**config.mk**
```make
export PLATFORM = sky130hd
export DESIGN_NAME = xlate_buf
export DESIGN_NICKNAME = d
export VERILOG_FILES = /design/src/rtl/xlate_pkg.sv /design/src/rtl/xlate_slot.sv /design/src/rtl/xlate_enc.sv /design/src/rtl/xlate_buf.sv
export SDC_FILE = /design/constraint.sdc
export NUM_CORES = 2
export LEC_CHECK = 0
export CAP_MARGIN = 5
export CORE_AREA = 2 2 348 350
export DETAILED_ROUTE_END_ITERATION = 16
export DIE_AREA = 0 0 350 352
export GPL_TIMING_DRIVEN = 0
export SETUP_SLACK_MARGIN = 0.4
export SLEW_MARGIN = 20
export SYNTH_ARGS = -nofsm -noshare
export SYNTH_HDL_FRONTEND = slang
export SYNTH_SLANG_ARGS = --single-unit
```
**constraint.sdc**
```tcl
create_clock -name clk_i -period 4.1 [get_ports clk_i]
set_input_delay 1.23 -clock clk_i [delete_from_list [all_inputs] [get_ports clk_i]]
set_output_delay 1.23 -clock clk_i [all_outputs]
set_load 0.1 [all_outputs]
```
**src/rtl/xlate_pkg.sv**
```systemverilog
package xlate_pkg;
  localparam int unsigned VPN_W  = 20;
  localparam int unsigned ASID_W = 8;
  localparam int unsigned PFN_W  = 20;

  typedef struct packed {
    logic              glb;
    logic [ASID_W-1:0] asid;
    logic [VPN_W-1:0]  vpn;
  } xtag_t;
endpackage

```
**src/rtl/xlate_slot.sv**
```systemverilog
module xlate_slot
  import xlate_pkg::*;
(
  input  logic              clk_i,
  input  logic              rst_ni,
  input  logic              load_i,
  input  logic              kill_i,
  input  logic              vld_i,
  input  xtag_t             tag_i,
  input  logic [PFN_W-1:0]  pfn_i,
  input  logic [VPN_W-1:0]  lk_vpn_i,
  input  logic [ASID_W-1:0] lk_asid_i,
  output logic              lk_hit_o,
  output logic              ovl_o,
  output logic [PFN_W-1:0]  pfn_o
);
  logic             vld_q;
  xtag_t            tag_q;
  logic [PFN_W-1:0] pfn_q;

  always_ff @(posedge clk_i or negedge rst_ni) begin
    if (!rst_ni) begin
      vld_q <= 1'b0;
      tag_q <= '0;
      pfn_q <= '0;
    end else if (load_i) begin
      vld_q <= vld_i;
      tag_q <= tag_i;
      pfn_q <= pfn_i;
    end else if (kill_i) begin
      vld_q <= 1'b0;
    end
  end

  assign lk_hit_o = vld_q && (tag_q.vpn == lk_vpn_i)
                    && (tag_q.glb || (tag_q.asid == lk_asid_i));
  // overlap against the incoming write tag
  assign ovl_o    = vld_q && (tag_q.vpn == tag_i.vpn)
                    && (tag_q.glb || tag_i.glb || (tag_q.asid == tag_i.asid));
  assign pfn_o    = pfn_q;

  p_kill_drops_r4: assert property (@(posedge clk_i) disable iff (!rst_ni)
    (kill_i && !load_i) |=> !vld_q);
  p_load_takes_r2: assert property (@(posedge clk_i) disable iff (!rst_ni)
    load_i |=> (vld_q == $past(vld_i)) && (pfn_q == $past(pfn_i)));
endmodule

```
**src/rtl/xlate_enc.sv**
```systemverilog
module xlate_enc #(
  parameter int unsigned N_ENT = 16,
  parameter int unsigned PFN_W = 20,
  localparam int unsigned IDX_W = $clog2(N_ENT)
) (
  input  logic [N_ENT-1:0]            hit_vec_i,
  input  logic [N_ENT-1:0][PFN_W-1:0] pfn_arr_i,
  output logic                        hit_o,
  output logic [IDX_W-1:0]            idx_o,
  output logic [PFN_W-1:0]            pfn_o
);
  // at most one hit is guaranteed upstream, so an OR tree suffices
  always_comb begin
    idx_o = '0;
    pfn_o = '0;
    for (int i = 0; i < int'(N_ENT); i++) begin
      if (hit_vec_i[i]) begin
        idx_o = idx_o | IDX_W'(i);
        pfn_o = pfn_o | pfn_arr_i[i];
      end
    end
  end
  assign hit_o = |hit_vec_i;
endmodule

```
**src/rtl/xlate_buf.sv**
```systemverilog
module xlate_buf
  import xlate_pkg::*;
#(
  parameter int unsigned N_ENT = 16,
  localparam int unsigned IDX_W = $clog2(N_ENT)
) (
  input  logic              clk_i,
  input  logic              rst_ni,
  input  logic              wr_en_i,
  input  logic [IDX_W-1:0]  wr_idx_i,
  input  logic [VPN_W-1:0]  wr_vpn_i,
  input  logic [ASID_W-1:0] wr_asid_i,
  input  logic              wr_glb_i,
  input  logic [PFN_W-1:0]  wr_pfn_i,
  input  logic              wr_vld_i,
  input  logic [VPN_W-1:0]  lk_vpn_i,
  input  logic [ASID_W-1:0] lk_asid_i,
  output logic              lk_hit_o,
  output logic [IDX_W-1:0]  lk_idx_o,
  output logic [PFN_W-1:0]  lk_pfn_o,
  output logic              conflict_o
);
  xtag_t                       wr_tag;
  logic [N_ENT-1:0]            hit_vec, ovl_vec, conf_vec, load_vec;
  logic [N_ENT-1:0][PFN_W-1:0] pfn_arr;
  logic                        conflict_q;

  assign wr_tag = '{glb: wr_glb_i, asid: wr_asid_i, vpn: wr_vpn_i};

  for (genvar g = 0; g < int'(N_ENT); g++) begin : g_slot
    assign load_vec[g] = wr_en_i && (wr_idx_i == IDX_W'(g));
    // slot being overwritten is excluded; an invalid write never conflicts
    assign conf_vec[g] = wr_en_i && wr_vld_i && ovl_vec[g] && !load_vec[g];

    xlate_slot i_slot (
      .clk_i     (clk_i),
      .rst_ni    (rst_ni),
      .load_i    (load_vec[g]),
      .kill_i    (conf_vec[g]),
      .vld_i     (wr_vld_i),
      .tag_i     (wr_tag),
      .pfn_i     (wr_pfn_i),
      .lk_vpn_i  (lk_vpn_i),
      .lk_asid_i (lk_asid_i),
      .lk_hit_o  (hit_vec[g]),
      .ovl_o     (ovl_vec[g]),
      .pfn_o     (pfn_arr[g])
    );
  end

  xlate_enc #(.N_ENT(N_ENT), .PFN_W(PFN_W)) i_enc (
    .hit_vec_i (hit_vec),
    .pfn_arr_i (pfn_arr),
    .hit_o     (lk_hit_o),
    .idx_o     (lk_idx_o),
    .pfn_o     (lk_pfn_o)
  );

  always_ff @(posedge clk_i or negedge rst_ni) begin
    if (!rst_ni)      conflict_q <= 1'b0;
    else if (wr_en_i) conflict_q <= |conf_vec;
  end
  assign conflict_o = conflict_q;

  p_single_match_r8: assert property (@(posedge clk_i) disable iff (!rst_ni)
    $onehot0(hit_vec));
  p_miss_zero_r3: assert property (@(posedge clk_i) disable iff (!rst_ni)
    !lk_hit_o |-> (lk_idx_o == '0) && (lk_pfn_o == '0));
  p_flag_set_r5: assert property (@(posedge clk_i) disable iff (!rst_ni)
    (wr_en_i && (|conf_vec)) |=> conflict_o);
  p_flag_clr_r7: assert property (@(posedge clk_i) disable iff (!rst_ni)
    (wr_en_i && !(|conf_vec)) |=> !conflict_o);
  p_flag_hold_r6: assert property (@(posedge clk_i) disable iff (!rst_ni)
    !wr_en_i |=> $stable(conflict_o));
  p_new_entry_hits_r2: assert property (@(posedge clk_i) disable iff (!rst_ni)
    (wr_en_i && wr_vld_i) |=> $countones(hit_vec) <= 1);
endmodule

```
==> results.md <==
Synthesis:
- The synthesized design devotes to its leading area cell type 46.9% of total area.
- The most common cell in the synthesized netlist is sky130_fd_sc_hd__dfrtp_1.
- The mapped netlist covers 0.0428 mm2.
- The commonest cells after synthesis are 801 x sky130_fd_sc_hd__dfrtp_1, 785 x sky130_fd_sc_hd__mux2_2, 634 x sky130_fd_sc_hd__xor2_1.
- In the synthesized netlist the async set-or-reset flop fraction comes to 100%.
- The number of warnings issued by yosys is 0.
- The mean instance size in the synthesized netlist is 12.5 um2.
- The post-synthesis instance total is 3429.
- After synthesis, the cell types taking the most area are sky130_fd_sc_hd__dfrtp_1 47%, sky130_fd_sc_hd__mux2_2 21%, sky130_fd_sc_hd__xor2_1 13%.
- Synthesis inferred 801 register bits.
- The most frequently used flop master after synthesis is sky130_fd_sc_hd__dfrtp_1.
- The synthesized design contains 0 enable-type register cells.
- The number of unique standard cell types used by synthesis is 42.
- The synthesized design spends more area on one cell type than any other, namely sky130_fd_sc_hd__dfrtp_1.
- The net count of the mapped netlist is 3514.
- Of the synthesized area, sequential elements account for 46.9%.

Detailed routing:
- The routed via count is 30.8k.
- Summed over all layers, the routed wires come to 167 mm.
- The detailed router's first-iteration violation count is 3450.
- In the final routed layout, each cell accounts on average for 31.0 um.
- The first TritonRoute pass finished after 5 iterations.
- The via count normalized by instance count is 5.70.
- In the routed design, unresolved DRC markers number 0.
- The count of nets left with antenna violations once routing finished came out at 0.

Final layout:
- The area of the multi-input gates is 0.0220 mm2.
- The fraction of the core area covered by cells at the end of the flow is 44.0%.
- The number of fill cells in the layout is 11.0k.
- In the final layout, the share of cells above drive strength 1 is 37.3%.
- The post-synthesis to final-layout area growth is 22.8%.
- The count of nets after finishing is 3799.
- Across the whole layout, storage elements account for 0.0200 mm2.

Pwr:
- The power share of the sequential group is 45.2%.
- The leakage component of the power is 22.0 nW.
- The share of total power dissipated in combinational logic is 21.5%.
- Summed over all nets, the switching power comes to 7.89 mW.
- Internal power comes to 17.7 mW.
- The peak ir drop on the vdd network is 287 uV.
- Net switching is 30.8% of the power.
- The power after layout is 25.6 mW.
- The power per unit of standard cell area is 487 mW/mm2.
- The part of the power in the clock network is 33.3%.

STA:
- After layout, the worst setup slack is -0.857 ns.
- The transition time of the tightest slew-check pin is 1.32 ns.
- The highest achievable clock rate is 202 MHz.
- The setup violation total in the final timing report is 25.
- Setup repair after global routing could not meet its margin everywhere.
- The final number of hold-violating endpoints is 0.
- The worst setup skew after layout is 0.0314 ns.
- The final-report max-slew violation count was 0.
- In this run the tightest slew margin relative to its limit is 12.3%.
- The period utilization is 121%.
- The routed design could run at a clock period as short as 4.96 ns.

Placed design:
- The HPWL after detailed placement is 109 mm.
- Timing analysis after detailed placement gives a worst setup slack of -2.55 ns.
- The routability-driven placement congestion ratio is 0.963.
- The number of buffer cells added on primary ports is 53.

Setup path:
- The delay contributed by the slowest stage of the critical path is 0.36 ns.
- The standard cell with the maximum stage delay on the critical path is sky130_fd_sc_hd__nand4_1.
- In this run the worst path has a maximum fanout of 8.
- The category of the critical setup timing path is input pin to primary output.
- Together, buffers and inverters on the worst path number 5.
- Among cell families on the critical path, the largest total delay comes from simple AND/OR/NAND/NOR gates.
- The element type at the critical path start is an input pin.
- The data required time of the critical path is 2.87 ns.
- The signal on the critical path passes through buf_6, buf_12, xor2_4, nor4_2, nand4_1, nor3_4, buf_12, buf_12, a22o_1, a221oi_2, nand4_1, buf_8.
- The most repeated library cell on the critical path is sky130_fd_sc_hd__buf_12.
- The critical path arrival is 3.73 ns.
- STA classifies the critical path endpoint as a primary output.

GRT:
- The largest net degree at the start of global routing is 134.
- The number of global-route vias before repair was 30.7k.
- The wire length of the first global-routing pass is 236 mm.
- Global routing used 26.9% of the available tracks.
- The sum of overflow across all layers after global routing is 0.
- The number of antenna violations at the first check in global routing is 14.

Clock network:
- The maximum clock insertion buffer count is 3.
- The clock slew seen by the registers of the worst setup and hold paths is 0.06 ns.
- The cell sitting at the root of the clock tree is a sky130_fd_sc_hd__clkbuf_16.
- The CTS tree is done.
- At the later pin of the worst-skew pair, clock insertion delay measures 0.68 ns.
- Clock tree synthesis inserted a total of 90 buffers.
- The number of H-tree levels is 3.
- For this design, the sink count on the clock tree is 801.

Floorplan:
- The core region is 0.119 mm2.
- The number of top-level pins is 111.
- The die outline height is 352 um.
- Once the floorplan was initialized, standard cells occupied 35.8% of the core.
- The floorplan die area is 0.123 mm2.
- The floorplan has 127 rows.
- The die is 350 um wide.

Min path:
- The min-delay analysis places its worst path in the category register to register.

Flow run:
- The max-capacitance violation count is 0.

Status:
- The final reports fail on setup timing.
- The flow ran to the end, but the final reports show violations.
final timing paths:
| check | startpoint | endpoint | slack (ns) | depth (start not counted) |
|---|---|---|---|---|
| setup / recovery | lk_vpn_i[19] | lk_pfn_o[19] | -0.86 | 12 |
| setup reg to reg | g_slot[2].i_slot.tag_q[19]$_DFFE_PN0P_ | conflict_o$_DFFE_PN0P_ | 1.54 | 7 |
| min in group asynchronous | rst_ni | g_slot[14].i_slot.pfn_o[12]$_DFFE_PN0P_ | 0.57 | 1 |
| hold / removal | g_slot[12].i_slot.pfn_o[3]$_DFFE_PN0P_ | g_slot[12].i_slot.pfn_o[3]$_DFFE_PN0P_ | 0.50 | 1 |
| hold reg to reg | g_slot[12].i_slot.pfn_o[3]$_DFFE_PN0P_ | g_slot[12].i_slot.pfn_o[3]$_DFFE_PN0P_ | 0.50 | 1 |
| max in group asynchronous | rst_ni | g_slot[15].i_slot.tag_q[6]$_DFFE_PN0P_ | 1.66 | 3 |
worst register-to-register path, cell delays in order (launching register included):
cell,delay [ns]
sky130_fd_sc_hd__dfrtp_1,0.42
sky130_fd_sc_hd__xnor2_1,0.41
sky130_fd_sc_hd__nand4_1,0.19
sky130_fd_sc_hd__nor4_1,0.86
sky130_fd_sc_hd__nand4_1,0.21
sky130_fd_sc_hd__o41ai_1,0.18
sky130_fd_sc_hd__a2111oi_0,0.15
sky130_fd_sc_hd__nand3_1,0.10
metal layers:
metal / vias up / track usage [%] / wire (um)
met2: 1530 / 39.9 / 72500
met4: 6 / 12.4 / 8530
met1: 16100 / 36.5 / 68800
met3: 389 / 7.13 / 17500
li1: 12700 / - / -
met5: - / 0 / 40
cells by family (layout without fill, tap and decap cells):
family	after synthesis	in the layout	share of synthesized area, %
xor gates and xnor gates	896	896	18.3
and+or+nand+nor	417	417	5.90
AOI/OAI and AO/OA	211	211	4.06
DFF	801	801	46.9
buffers and inverters	313	672	4.01
other	0	7	0
muxes	791	791	20.8
sequential cells by signal, indices dropped and copies added (netlist names):
signal               count
g_slot.i_slot.vld_q     16
conflict_o               1
g_slot.i_slot.tag_q    464
g_slot.i_slot.pfn_o    320
cell usage in the layout, fill, tap and decap left out, types with 52 or more instances in the layout:
cell / n
sky130_fd_sc_hd__dfrtp_1: 801
sky130_fd_sc_hd__mux2_2: 785
sky130_fd_sc_hd__xor2_1: 619
sky130_fd_sc_hd__xnor2_1: 262
sky130_fd_sc_hd__clkbuf_1: 147
sky130_fd_sc_hd__nor4_1: 122
sky130_fd_sc_hd__nand4_1: 106
sky130_fd_sc_hd__buf_12: 102
sky130_fd_sc_hd__clkbuf_16: 93
sky130_fd_sc_hd__a22o_1: 78
sky130_fd_sc_hd__buf_4: 71
sky130_fd_sc_hd__a221oi_2: 55
sky130_fd_sc_hd__buf_2: 52
power by group through the flow:
stage / Sequential (mW) / Combinational [mW] / Clock (mW)
3_3_place_gp: 11.5 / 4.97 / 0
6_report: 11.6 / 5.50 / 8.53
5_1_grt: 11.8 / 5.89 / 8.92
3_5_place_dp: 11.6 / 5.07 / 0
2_1_floorplan: 11.1 / 3.85 / 0
4_1_cts: 11.5 / 5.37 / 8.59
area by class of cell:
| type | count | share of cell area [%] |
|---|---|---|
| Tap cell | 1612 | 3.84 |
| Buffer | 312 | 5.04 |
| Timing Repair Buffer | 193 | 5.13 |
| Inverter | 1 | 0.00715 |
| Clock buffer | 133 | 5.10 |
| Clock inverter | 33 | 0.741 |
| Sequential cell | 801 | 38.2 |
| Antenna cell | 7 | 0.0334 |
| Multi-Input combinational cell | 2315 | 41.9 |
metrics by stage:
step	TNS (ns)	cells	hold WS, ns	instance area (um2)
after floorplan	-12.55	3429	0.479	43200
after CTS	-16.39	5374	0.506	51900
after global placement	-	5094	0.487	45700
after global routing	-18.63	5401	0.513	52500
final	-17.88	5407	0.505	52500
after detailed placement	-109.90	5100	0.493	45900
repair_timing:
action	4_1_cts	5_1_grt
gates resized for setup	472	72
hold buffers	0	0
cloned	13	1
setup endpoints to repair	85	88
setup buffers	95	25
pin swaps	78	58
Power figures use the tool's default switching activity.
